`config.mk`:
```
export PLATFORM = sky130hd
export DESIGN_NAME = fpk_unpacker
export DESIGN_NICKNAME = d
export VERILOG_FILES = /design/src/rtl/fpk_pkg.sv /design/src/rtl/fpk_hdr_decode.sv /design/src/rtl/fpk_slot_sel.sv /design/src/rtl/fpk_unpacker.sv
export SDC_FILE = /design/constraint.sdc
export NUM_CORES = 1
export LEC_CHECK = 0
export ABC_AREA = 1
export BUFFER_PORTS_ARGS = -buffer_cell sky130_fd_sc_hd__buf_2
export CAP_MARGIN = 20
export CORE_ASPECT_RATIO = 1.1
export CORE_UTILIZATION = 30
export DETAILED_ROUTE_END_ITERATION = 6
export PLACE_DENSITY = 0.51
export SETUP_SLACK_MARGIN = 0.05
export SLEW_MARGIN = 20
export SYNTH_ARGS = -nofsm -noshare
export SYNTH_HDL_FRONTEND = slang
export SYNTH_HIERARCHICAL = 1
export SYNTH_SLANG_ARGS = --single-unit
```
`constraint.sdc`:
```
create_clock -name clk_i -period 3.95 [get_ports clk_i]
set_input_delay 0 -clock clk_i [delete_from_list [all_inputs] [get_ports clk_i]]
set_output_delay 0 -clock clk_i [all_outputs]
set_load 0.1 [all_outputs]
```
`src/rtl/fpk_pkg.sv`:
```
package fpk_pkg;
  localparam int INSN_W     = 32;
  localparam int HALF_W     = INSN_W / 2;
  localparam int PKT_WORDS  = 8;
  localparam int PKT_W      = INSN_W * PKT_WORDS;
  localparam int WIDX_W     = $clog2(PKT_WORDS);
  localparam int BODY_WORDS = PKT_WORDS - 1;
  localparam int TAG_W      = 4;
  localparam int ATTR_W     = 7;
  localparam int PBIT_LSB   = 0;
  localparam int ATTR_LSB   = 14;
  localparam int LAYOUT_LSB = 21;
  localparam logic [TAG_W-1:0] HDR_TAG = 4'b1110;

  typedef struct packed {
    logic       prot_ld;
    logic       reg_bank;
    logic [2:0] acc_size;
    logic       alt_form;
    logic       sat;
  } pkt_attr_t;
endpackage

```
`src/rtl/fpk_hdr_decode.sv`:
```
module fpk_hdr_decode
  import fpk_pkg::*;
#(
  parameter logic [TAG_W-1:0] TAG = HDR_TAG
) (
  input  logic [INSN_W-1:0]       word_i,
  output logic                    is_hdr_o,
  output logic [BODY_WORDS-1:0]   layout_o,
  output logic [2*BODY_WORDS-1:0] pbit_o,
  output pkt_attr_t               attr_o
);
  assign is_hdr_o = (word_i[INSN_W-1 -: TAG_W] == TAG);
  assign layout_o = is_hdr_o ? word_i[LAYOUT_LSB +: BODY_WORDS] : '0;
  assign pbit_o   = word_i[PBIT_LSB +: 2*BODY_WORDS];
  assign attr_o   = is_hdr_o ? pkt_attr_t'(word_i[ATTR_LSB +: ATTR_W]) : '0;
endmodule

```
`src/rtl/fpk_slot_sel.sv`:
```
module fpk_slot_sel
  import fpk_pkg::*;
(
  input  logic [PKT_W-1:0]        pkt_i,
  input  logic [WIDX_W-1:0]       widx_i,
  input  logic                    hsel_i,
  input  logic [BODY_WORDS-1:0]   layout_i,
  input  logic [2*BODY_WORDS-1:0] pbit_i,
  output logic                    pair_o,
  output logic [INSN_W-1:0]       insn_o,
  output logic                    par_o
);
  logic [INSN_W-1:0]      words [PKT_WORDS];
  logic [PKT_WORDS-1:0]   layout_ext;
  logic [2*PKT_WORDS-1:0] pbit_ext;
  logic [INSN_W-1:0]      cur;
  logic [HALF_W-1:0]      half;

  for (genvar g = 0; g < PKT_WORDS; g++) begin : g_word
    assign words[g] = pkt_i[g*INSN_W +: INSN_W];
  end

  // the tag word has no layout or parallel bits of its own
  assign layout_ext = {{(PKT_WORDS-BODY_WORDS){1'b0}}, layout_i};
  assign pbit_ext   = {{(2*(PKT_WORDS-BODY_WORDS)){1'b0}}, pbit_i};

  assign cur    = words[widx_i];
  assign pair_o = layout_ext[widx_i];
  assign half   = hsel_i ? cur[INSN_W-1:HALF_W] : cur[HALF_W-1:0];
  assign insn_o = pair_o ? {{(INSN_W-HALF_W){1'b0}}, half} : cur;
  assign par_o  = pair_o ? pbit_ext[{widx_i, hsel_i}] : cur[0];
endmodule

```
`src/rtl/fpk_unpacker.sv`:
```
module fpk_unpacker
  import fpk_pkg::*;
#(
  parameter logic [TAG_W-1:0] HDR_TAG_P = HDR_TAG
) (
  input  logic              clk_i,
  input  logic              rst_ni,
  input  logic              pkt_valid_i,
  output logic              pkt_ready_o,
  input  logic [PKT_W-1:0]  pkt_data_i,
  output logic              slot_valid_o,
  input  logic              slot_ready_i,
  output logic [INSN_W-1:0] slot_insn_o,
  output logic              slot_half_o,
  output logic              slot_par_o,
  output logic [ATTR_W-1:0] slot_attr_o
);
  logic [PKT_W-1:0]        pkt_q;
  logic                    held_q;
  logic [WIDX_W-1:0]       widx_q;
  logic                    hsel_q;

  logic                    is_hdr;
  logic [BODY_WORDS-1:0]   layout;
  logic [2*BODY_WORDS-1:0] pbit;
  pkt_attr_t               attr;
  logic                    pair;
  logic [WIDX_W-1:0]       last_idx;
  logic                    take, word_done, pkt_done;

  fpk_hdr_decode #(.TAG(HDR_TAG_P)) i_hdr (
    .word_i   (pkt_q[PKT_W-1 -: INSN_W]),
    .is_hdr_o (is_hdr),
    .layout_o (layout),
    .pbit_o   (pbit),
    .attr_o   (attr)
  );

  fpk_slot_sel i_sel (
    .pkt_i    (pkt_q),
    .widx_i   (widx_q),
    .hsel_i   (hsel_q),
    .layout_i (layout),
    .pbit_i   (pbit),
    .pair_o   (pair),
    .insn_o   (slot_insn_o),
    .par_o    (slot_par_o)
  );

  assign last_idx  = is_hdr ? WIDX_W'(BODY_WORDS-1) : WIDX_W'(PKT_WORDS-1);
  assign take      = held_q & slot_ready_i;
  assign word_done = take & (~pair | hsel_q);
  assign pkt_done  = word_done & (widx_q == last_idx);

  always_ff @(posedge clk_i or negedge rst_ni) begin
    if (!rst_ni) begin
      pkt_q  <= '0;
      held_q <= 1'b0;
      widx_q <= '0;
      hsel_q <= 1'b0;
    end else if (!held_q) begin
      if (pkt_valid_i) begin
        pkt_q  <= pkt_data_i;
        held_q <= 1'b1;
        widx_q <= '0;
        hsel_q <= 1'b0;
      end
    end else if (take) begin
      if (word_done) begin
        hsel_q <= 1'b0;
        widx_q <= widx_q + 1'b1;
        if (pkt_done) held_q <= 1'b0;
      end else begin
        hsel_q <= 1'b1;
      end
    end
  end

  assign pkt_ready_o  = ~held_q;
  assign slot_valid_o = held_q;
  assign slot_half_o  = held_q & pair;
  assign slot_attr_o  = attr;
endmodule

```
After elaboration in Yosys (flattened, before gate mapping)
Index checks and enable logic that the tools add are counted.

word-level totals
  register bits = 261
  input port bits = 260

cells by class
  $add $sub $neg = 1
  order comparisons = 3
  equality and inequality tests = 4
  muxes and demuxes = 26
  bitwise operators = 8
  reduce and logical (&&, ||, !) cells = 4

operators by type and width
  kind                   count
  $bmux W32 S3           1
  $mux W32               3
  $mux W16               1
  $mux W7                2
  $mux W1                13
  $mux W3                4
  $lt A4 B5 Y1 const B   1
  $and A1 B1 Y1          4
  $bmux W1 S4            1
  $eq A4 B4 Y1 const B   1
  $ge A4 B4 Y1 const B   1
  $lt A3 B4 Y1 const B   1
  $ne A2 B1 Y1 const B   2
  $not A3 Y4             1
  $reduce_and A2 Y1      2
  $add A3 B1 Y3 const B  1
  $bmux W1 S3            1
  $eq A3 B3 Y1           1
  $reduce_and A3 Y1      1
  $not A1 Y1             2
  $reduce_bool A2 Y1     1
  $or A1 B1 Y1           1

Logic depth before layout (Yosys ltp)
Gate-level depths: netlist (run 1).

  word-level depth = 12
  depth in mapped cells = 16
  gate-level depth less buffers = 14

Modules after synthesis
The synthesis (run 1) kept the hierarchy.

by module, submodules not included
  module          instances  cells each  area each (µm²)
  fpk_unpacker    1          1117        9952.0
  fpk_slot_sel    1          664         2885.3
  fpk_hdr_decode  1          48          321.6

Least setup slack after synthesis (run 1)
OpenSTA, ideal clock, no wires.

  path kind = register to output
  start point = reg pkt_q[254]
  end point = out slot_insn_o[22]
  arrival time = 2.757 ns
  path slack = 1.193 ns
  cell stages (with the launch flop) = 12
  buffers on the path = 2
  cell sequence = dfrtp_1 -> nand2_2 -> buf_6 -> nor3_4 -> nor2_1 -> nor2_1 -> o21ai_1 -> nand2_1 -> nand2_1 -> nand2_4 -> buf_2 -> a21oi_1

on the way
  cells in the longest elaborated chain, start to end = 5

RTL lines
  what                           RTL line              source
  from (decl)                    fpk_unpacker.sv:18    logic [PKT_W-1:0] pkt_q;
  from (signal assigned)         fpk_unpacker.sv:63    pkt_q <= pkt_data_i;
  $eq A4 B4 Y1                   fpk_hdr_decode.sv:12  assign is_hdr_o = (word_i[INSN_W-1 -: TAG_W] == TAG);
  $mux W7                        fpk_hdr_decode.sv:13  assign layout_o = is_hdr_o ? word_i[LAYOUT_LSB +: BODY_WORDS] : '0;
  named net layout[2]            fpk_unpacker.sv:24    logic [BODY_WORDS-1:0] layout;
  $bmux W1 S3                    fpk_slot_sel.sv:28    assign pair_o = layout_ext[widx_i];
  $mux W1 (implied by the code)  fpk_slot_sel.sv:28
  named net pair                 fpk_unpacker.sv:27    logic pair;
  $mux W32                       fpk_slot_sel.sv:30    assign insn_o = pair_o ? {{(INSN_W-HALF_W){1'b0}}, half} : cur;
  to (decl)                      fpk_unpacker.sv:13    output logic [INSN_W-1:0] slot_insn_o,

The timed path passes the listed nets, and every way through them passes these cells. The select of a mux whose other input is x is not followed.

Worst setup path after layout (run 1)
  start point = reg widx_q[0]
  end point = out slot_insn_o[2]

on the way
  elaborated cells between the ends (all ways) = 8
  those cells by class = 7 x mux; 1 x bitwise

RTL lines
  what                           RTL line            source
  from (decl)                    fpk_unpacker.sv:20  logic [WIDX_W-1:0] widx_q;
  from (signal assigned)         fpk_unpacker.sv:71  widx_q <= widx_q + 1'b1;
  $bmux W1 S3                    fpk_slot_sel.sv:28
  $mux W1 (implied by the code)  fpk_slot_sel.sv:28
  named net pair                 fpk_unpacker.sv:27
  $mux W32                       fpk_slot_sel.sv:30

The timed path passes the listed nets, and every way through them passes these cells. The select of a mux whose other input is x is not followed.

==> results of run 1 <==
worst paths after layout:
kind / from / to / depth (start not counted)
setup reg to reg: widx_q[0]$_DFFE_PN0P_ / slot_valid_o$_DFF_PN0_ / 9
hold reg to reg: pkt_q[51]$_DFFE_PN0P_ / pkt_q[51]$_DFFE_PN0P_ / 2
hold / removal: rst_ni / pkt_q[138]$_DFFE_PN0P_ / 2
min in group clk_i: pkt_valid_i / pkt_q[240]$_DFFE_PN0P_ / 4
max in group asynchronous: rst_ni / pkt_q[219]$_DFFE_PN0P_ / 3
setup / recovery: widx_q[0]$_DFFE_PN0P_ / slot_insn_o[2] / 9
per-layer routing:
layer / global-route usage (%) / vias up / wire [um]
met1: 31.2 / 6344 / 23100
li1: - / 6596 / -
met3: 2.19 / 77 / 2220
met4: 6.84 / 0 / 1400
met5: 0 / - / 0
met2: 35.4 / 390 / 23000
critical path, delay by kind of cell, from the launching register on:
family                 cells  cell delay, ns
buffers and inverters      2            0.86
and+or+nand+nor            6            1.19
DFF                        1            0.71
AOI/OAI and AO/OA          1            0.17
logic make-up (layout without fill, tap and decap cells):
family | count (synthesis) | in the layout | synth area share, %
compound gates | 184 | 184 | 7.31
xor+xnor | 1 | 1 | 0.0666
simple gates | 1219 | 1219 | 35.8
flops | 261 | 261 | 49.6
fa+ha+maj | 1 | 1 | 0.0951
buf+inv | 163 | 664 | 7.10
layout make-up:
type                       instances  area, um^2  share of cell area [%]
clock buffer                      43         871                    4.60
clock inverter                    12         214                    1.13
inverter                          35         143                   0.753
multi-input combinational       1405        5700                    30.1
sequential                       261        6540                    34.5
tap                              574         718                    3.79
timing repair buffer             574        4750                    25.1
stage by stage:
stage               area, um^2  hold WS [ns]
floorplan                13200        -0.296
global placement         15300        0.0873
detailed placement       15300        0.0896
CTS                      18900        0.0555
global route             18900         0.121
finish                   18900        0.0662
layout by cell type, fill, tap and decap left out, types with 2 or more instances in the layout:
cell type,instances
a21oi_1,19
buf_12,37
buf_2,268
buf_4,10
bufinv_16,6
clkbuf_1,7
clkbuf_16,31
clkbuf_8,5
clkinv_2,6
dfrtp_1,259
dfrtp_4,2
dlygate4sd3_1,258
inv_1,30
nand2_1,968
nand2_2,2
nand2_4,2
nand3_1,26
nor2_1,204
nor3_1,5
nor3_2,8
o21ai_0,127
o21ai_1,6
o22ai_1,31
or2_2,2
flip-flops by register name, indices dropped and copies added, names as in the netlist:
signal	count
pkt_q	256
hsel_q	1
widx_q	3
slot_valid_o	1
repair_timing:
item | CTS | global route
setup buffers | 0 | 0
setup endpoints to repair | 0 | 0
hold buffers | 258 | 0
hold endpoints to repair | 351 | 0
power by group through the flow:
stage	registers [W]	clock network [W]	logic (W)
4_1_cts	0.00495	0.00315	0.0112
5_1_grt	0.00514	0.00326	0.0120
6_report	0.00497	0.00308	0.0111
3_5_place_dp	0.00498	0	0.0110
3_3_place_gp	0.00497	0	0.0110
2_1_floorplan	0.00466	0	0.00741
==> impl_results.md, run 1 <==
* Yosys top cell area share at roughly 50%
* Std cell rows at 80
* Setup Slack @ Placement at approximately 1 ns
* Max Cap Viol at 0
* Final worst-path cycle share at 90.4%
* Required time of the critical path at between 3 and 4 ns
* CTS clk-pin slew, worst paths at ~0.06 ns
* Yosys warns at 6
* Clk_lat worst skew at between 0.5 and 0.6 ns
* First-pass GRT wire length at 76700 um
* Final Core Density at between 40% and 50%
* Pre-antenna DRT Iters at 5
* Worst VDD drop at 593 uV
* Placed insts at approximately 2600
* CP Max Fanout at 80
* Synth Register Bits at approximately 260
* Hold Fails Final Rpt at 0
* Non-Filler Instances at 2904
* Setup TNS at 0 ns
* Post-DRT Antenna Nets at 0
* Crit path launch type: flip-flop
* Die Span X at around 200 um
* Seq/Total Area, Yosys at between 40% and 50%
* I/O pins at about 300
* Ranking of synthesized cells by area: dfrtp_1, nand2_1, nor2_1
* Tightest Pin Transition at between 1 and 1.5 ns
* Leakage power at 9.93 nW
* Placer Congestion at 0.846
* RSZ-0062 raised after global routing: false
* Worst rel slew slack at between 20% and 30%
* Post-detail-place hpwl at around 32000 um
* Cell repeated most along the worst path: nand2_1
* Switching share of power at a little over 50%
* Top FF cell, synth: dfrtp_1
* Comb power frac at between 50% and 60%
* Syn nets at ~2100
* Initial antenna violation count at 0
* Root Buffer Master: clkbuf_16
* Count of cell types in the netlist at 26
* CTS buffer count at 30
* Total congestion overflow at 0
* Total GRT Usage at between 20% and 30%
* NetSw at 0.00970 W
* DRC viols at 0
* H-Tree Depth at 1
* CP max stage cell: dfrtp_4
* Max Buffers Root-to-Sink at 3
* Final setup violation count at 0
* Drt total wl at a little under 50000 um
* Reg2Reg Setup Slack at about 1.1 ns
* Crit. End Element: output port
* Largest net degree at the start of global routing at between 100 and 150
* Clock sink count at ~260
* Netlist Area Pre-Place at approximately 13000 um^2
* Layout fillers at approximately 4400
* Sequential Power Share at about a quarter
* Slew Limit Fails at 0
* Number of flops mapped to enable cells by yosys at 0
* Clock power share at ~16%
* Total power at between 0.015 and 0.02 W
* P&R area growth vs syn at 43.9%
* Vias per cell at roughly 4.6
* Final worst-path setup slack at between 0.3 and 0.4 ns
* Avg Cell Area, Syn at just over 7 um^2
* Worst endpoint data arrival time at roughly 3.6 ns
* Hold/Removal Path Class: in2async
* Syn Inst Count at between 1500 and 2000
* WL per Instance at ~17 um
* ANT cells at 0
* PwrDens at between 1000 and 1500 nW/um^2
* Layout cell share with drive strength beyond 1 at about 17%
* Core Region at roughly 43000 um^2
* Initial Util at a little under a third
* DIE AREA at 44700 um^2
* Routed vias at ~13000
* Most frequent cell after synthesis: nand2_1
* Status: finished, final reports clean
* Vias in the first global route at around 14000
* Nets at between 2000 and 3000
* Clock skew at roughly 0.020 ns
* CP cell instances: inv_4 -> nor2_1 -> o21ai_1 -> nand2_1 -> nand2_4 -> nand2_4 -> nand2_1 -> nand2_1 -> buf_12
* WS Path Type: reg2out
* Post-synth top cells: nand2_1, dfrtp_1, nor2_1
* Max incr delay on CP at 0.71 ns
* Die Span Y at between 200 and 250 um
* Peak Freq at ~280 MHz
* Post-synth ARST share at 100%
* Cts repair resizes at 0
* Min Tclk post-route at 3.57 ns
* Synth area leader: dfrtp_1
* TritonCTS clock tree: built
* DR iter-0 viols at 963
* Internal power at ~0.0095 W
* Port Buffers at between 300 and 400
No activity file was read; power rests on OpenSTA's default activity.
==> run 2: changes to the inputs <==
--- a/config.mk
+++ b/config.mk
@@ -9,6 +9,7 @@
 export BUFFER_PORTS_ARGS = -buffer_cell sky130_fd_sc_hd__buf_2
 export CAP_MARGIN = 20
 export CORE_ASPECT_RATIO = 1.1
+export CORE_MARGIN = 2
 export CORE_UTILIZATION = 30
 export DETAILED_ROUTE_END_ITERATION = 6
 export PLACE_DENSITY = 0.51
==> impl_results.md, run 2 (synthesis gave the netlist of run 1 again) <==
* Largest delay share family, worst path: simple AND/OR/NAND/NOR gates
* Final worst-path setup slack at a little over 0.5 ns
* Routed vias at between 10000 and 15000
* DRC viols at 0
* Largest regs: pkt_q: 256 flops, widx_q: 3 flops
* Max Cap Viol at 0
* DR iter-0 viols at 1019
* Clock skew at approximately 0.0054 ns
* Setup Slack @ Placement at approximately 1.1 ns
* Leakage power at just under 10 nW
* Total congestion overflow at 0
* Hold Fails Final Rpt at 0
* First-pass GRT wire length at 75600 um
* CTS buffer count at 30
* WS Path Type: reg2out
* Total GRT Usage at 21.3%
* Crit path launch type: flip-flop
* Status: finished, final reports clean
* Register name with the most flops: pkt_q
* Peak Freq at 291 MHz
* CP bufs+invs at 2
* Clk_lat worst skew at 0.57 ns
* Final worst-path cycle share at between 80% and 90%
* Port Buffers at roughly 300
* Worst rel slew slack at between 40% and 50%
* Die Span X at approximately 200 um
* Root Buffer Master: clkbuf_16
* Final setup violation count at 0
* Std cell rows at 80
* H-Tree Depth at 1
* Nets at approximately 2600
* DIE AREA at between 40000 and 50000 um^2
* Required time of the critical path at about 4 ns
* Initial Util at 30.4%
* Placer Congestion at between 0.8 and 0.9
* TritonCTS clock tree: built
* Max Buffers Root-to-Sink at 3
* Drt total wl at approximately 49000 um
* P&R area growth vs syn at 41.7%
* Cell repeated most along the worst path: nand2_1
* Post-DRT Antenna Nets at 0
* Clock sink count at about 260
* Most frequent cells in the layout: nand2_1, buf_2, dlygate4sd3_1, dfrtp_1, nor2_1
* Pre-antenna DRT Iters at 5
* RSZ-0062 raised after global routing: false
* Max reg flops at 256
* Die Span Y at ~220 um
* WL per Instance at about 17 um
* CP Max Fanout at 40
* Min Tclk post-route at 3.44 ns
* Core Region at around 43000 um^2
* Cts repair resizes at 0
* Layout cell share with drive strength beyond 1 at around 17%
* CP cell instances: buf_4 -> nor2_1 -> o21ai_1 -> nand2_1 -> nand2_1 -> nand2_4 -> nand2_4 -> nand2_1 -> nand2_1 -> buf_2
* Largest net degree at the start of global routing at 137
* Most common cell after layout, fill and taps aside: nand2_1
* Setup TNS at 0 ns
* Tightest Pin Transition at 0.848 ns
* PwrDens at 975 nW/um^2
* Hold/Removal Path Class: in2async
* Initial antenna violation count at 1
* Slew Limit Fails at 0
* Vias per cell at around 4.6
* I/O pins at roughly 300
* CTS clk-pin slew, worst paths at around 0.060 ns
* CP max stage cell: dfrtp_4
* Worst endpoint data arrival time at 3.44 ns
* Worst VDD drop at between 500 and 600 uV
* Vias in the first global route at roughly 14000
* Crit. End Element: output port
* Max incr delay on CP at around 0.7 ns
* Post-detail-place hpwl at approximately 33000 um
-- run 2: cell type report --
class                           instances  area [um^2]
Inverter                               35          143
Tap cell                              574          718
Clock buffer                           48          930
Timing Repair Buffer                  578         4530
Fill cell                            4509        24700
Antenna cell                            1         2.50
Sequential cell                       261         6540
Multi-Input combinational cell       1405         5700
Clock inverter                          6         85.1
-- run 2: routing by layer --
| layer | global-route usage, % | wire [um] | up-vias |
|---|---|---|---|
| li1 | - | - | 6619 |
| met1 | 29.0 | 22500 | 6299 |
| met2 | 35.2 | 23000 | 366 |
| met3 | 2.47 | 2190 | 78 |
| met4 | 6.85 | 1560 | 0 |
| met5 | 0 | 0 | - |
-- run 2: repair_timing --
item,in CTS,in global routing
endpoints found under the hold margin,361,0
setup buffers,0,0
setup endpoints to repair,0,0
hold buffers,258,0
-- run 2: path summary, 6_finish.rpt --
kind | to | start | slack [ns] | cells past startpoint
max reg2reg | slot_valid_o$_DFF_PN0_ | widx_q[1]$_DFFE_PN0P_ | 1.23 | 10
max | slot_insn_o[1] | widx_q[1]$_DFFE_PN0P_ | 0.51 | 10
min reg2reg | pkt_q[181]$_DFFE_PN0P_ | pkt_q[181]$_DFFE_PN0P_ | 0.47 | 2
max in group asynchronous | pkt_q[150]$_DFFE_PN0P_ | rst_ni | 2.81 | 3
min | pkt_q[139]$_DFFE_PN0P_ | rst_ni | 0.09 | 2
min in group clk_i | pkt_q[70]$_DFFE_PN0P_ | pkt_data_i[70] | 0.15 | 4
-- run 2: per-stage QoR --
stage	utilization (%)	area (um^2)	cells	power (W)	hold WS, ns
after floorplan	-	13200	1829	0.0121	-0.296
after global placement	34.7	15000	2595	0.0152	0.131
after detailed placement	34.7	15000	2595	0.0152	0.142
after CTS	43.0	18600	2907	0.0184	0.128
after global routing	43.0	18600	2908	0.0194	0.149
final	43.0	18600	2908	0.0182	0.0938
-- run 2: report_power, final --
group / switching, W / internal (W) / leakage (nW)
clock: 0.00112 / 0.00172 / 0.493
combinational: 0.00738 / 0.00288 / 6.10
sequential: 0.00102 / 0.00405 / 3.24
==> run 3: changes to the inputs <==
==> constraint.sdc (replaced) <==
create_clock -name clk_i -period 3.95 [get_ports clk_i]
set_input_delay 0 -clock clk_i [delete_from_list [all_inputs] [get_ports clk_i]]
set_output_delay 0 -clock clk_i [all_outputs]
set_load 0.01 [all_outputs]
==> impl_results.md, run 3 (synthesis gave the netlist of run 1 again) <==
* Peak Freq at 284 MHz
* Max reg flops at 256
* Clock sink count at 261
* Most common cell after layout, fill and taps aside: nand2_1
* Nets at around 2600
* Placer Congestion at around 0.81
* Crit path launch type: flip-flop
* Die Span X at between 200 and 250 um
* Vias per cell at about 4.6
* Final worst-path cycle share at between 80 and 90%
* Clock power share at approximately 21%
* Initial antenna violation count at 2
* Sequential Power Share at about 34%
* Routed vias at around 13000
* ANT cells at 0
* Slew Limit Fails at 0
* RSZ-0062 raised after global routing: false
* CP Max Fanout at 75
* Largest net degree at the start of global routing at approximately 120
* DIE AREA at approximately 46000 um^2
* CTS buffer count at 30
* Switching share of power at approximately 44%
* WL per Instance at around 17 um
* Pre-antenna DRT Iters at 7
* Max Buffers Root-to-Sink at 3
* PwrDens at 804 nW/um^2
* Die Span Y at 224 um
* Leakage power at ~9.8 nW
* WS Path Type: reg2out
* Required time of the critical path at just under 4 ns
* Internal power at ~0.0083 W
* Min Tclk post-route at 3.52 ns
* Post-detail-place hpwl at ~33000 um
* TritonCTS clock tree: built
* Total congestion overflow at 0
* Worst VDD drop at between 300 and 400 uV
* P&R area growth vs syn at 40.5%
* I/O pins at around 300
* Post-CTS setup repair buffer count at 0
* Cts repair resizes at 0
* Setup TNS at 0 ns
* DR iter-0 viols at slightly above 800
* Hold-fix buffers, CTS at approximately 260
* Post-DRT Antenna Nets at 0
* Register name with the most flops: pkt_q
* Final Core Density at approximately 43%
* Max Cap Viol at 0
* Setup crit start: widx_q[0]$_DFFE_PN0P_
* Worst endpoint data arrival time at approximately 3.5 ns
* Comb power frac at a little under half
* NetSw at 0.00660 W
* Total power at 0.0149 W
* Initial Util at a little under a third
* Crit. End Element: output port
* Std cell rows at 80
* CTS clk-pin slew, worst paths at 0.06 ns
* Most frequent cells in the layout: nand2_1, buf_2, dlygate4sd3_1, dfrtp_1, nor2_1
* Hold Fails Final Rpt at 0
* Final setup violation count at 0
* Status: finished, final reports clean
* Root Buffer Master: clkbuf_16
* DRC viols at 0
* Worst rel slew slack at 37.0%
* Layout fillers at around 4500
* Tightest Pin Transition at approximately 0.95 ns
* Core Region at 43300 um^2
* Worst R2R Start: widx_q[0]$_DFFE_PN0P_
* First-pass GRT wire length at ~76000 um
* Total GRT Usage at between 20% and 30%
* H-Tree Depth at 1
* Clk_lat worst skew at slightly below 0.6 ns
* Port Buffers at 302
* Drt total wl at 49800 um
* Hold/Removal Path Class: in2async
* Vias in the first global route at ~14000
* Layout cell share with drive strength beyond 1 at about 17%
* Clock skew at 0.0181 ns
* Largest regs: pkt_q: 256 flops, widx_q: 3 flops
-- run 3: cell count changes in the layout (fill, tap and decap cells not counted) --
| cell | delta |
|---|---|
| buf_12 | -16 |
| buf_2 | +15 |
| buf_4 | +2 |
| bufinv_16 | +4 |
| clkbuf_1 | -5 |
| clkbuf_8 | -5 |
| clkinv_2 | +5 |
| clkinv_4 | +1 |
| clkinvlp_4 | +1 |
| diode_2 | -1 |
-- run 3: final timing paths --
| kind | endpoint | slack (ns) | depth (start not counted) |
|---|---|---|---|
| max | slot_insn_o[17] | 0.43 | 7 |
| min | pkt_q[138]$_DFFE_PN0P_ | 0.03 | 2 |
| max reg2reg | widx_q[1]$_DFFE_PN0P_ | 1.26 | 9 |
| min reg2reg | pkt_q[72]$_DFFE_PN0P_ | 0.47 | 2 |
| max in group asynchronous | pkt_q[94]$_DFFE_PN0P_ | 2.86 | 3 |
| min in group clk_i | pkt_q[150]$_DFFE_PN0P_ | 0.14 | 4 |
-- run 3: layout make-up --
cell class	count	area [um^2]	share of cell area [%]
flip-flops and latches	261	6540	35.4
multi-input cells	1405	5700	30.8
repair buffers	579	4300	23.2
clock buffers	38	842	4.55
well taps	574	718	3.88
clock inverters	17	246	1.33
inverters	35	143	0.772
-- run 3: per-layer routing --
layer	up-vias	GRT usage, %	share of wire, %
li1	6615	-	-
met1	6372	29.2	46
met2	358	35.6	47
met3	73	3.35	4.9
met4	2	6.45	2.8
met5	-	0	0.024
-- run 3: power by group through the flow --
stage	clock network [W]	registers [W]	logic, W
2_1_floorplan	0	0.00464	0.00456
3_3_place_gp	0	0.00505	0.00660
3_5_place_dp	0	0.00503	0.00663
4_1_cts	0.00315	0.00501	0.00686
5_1_grt	0.00326	0.00520	0.00766
6_report	0.00307	0.00502	0.00677
-- run 3: metrics by stage --
step / instances / setup WS, ns / hold WS, ns / cell area, um^2
final: 2909 / 0.435 / 0.0261 / 18500
after global routing: 2909 / 0.305 / 0.0688 / 18500
after CTS: 2909 / 0.459 / 0.0359 / 18500
after detailed placement: 2596 / 1.11 / 0.0531 / 14800
after global placement: 2596 / 1.12 / 0.0503 / 14800
after floorplan: 1829 / 2.10 / -0.296 / 13200
-- run 3: critical path: stages (launching register included) --
cell and delay (ns):
dfrtp_4 0.70, inv_4 0.62, buf_4 0.35, o21ai_0 0.12
nand2_1 0.18, nand2_1 0.11, a21oi_1 0.50, buf_2 0.24
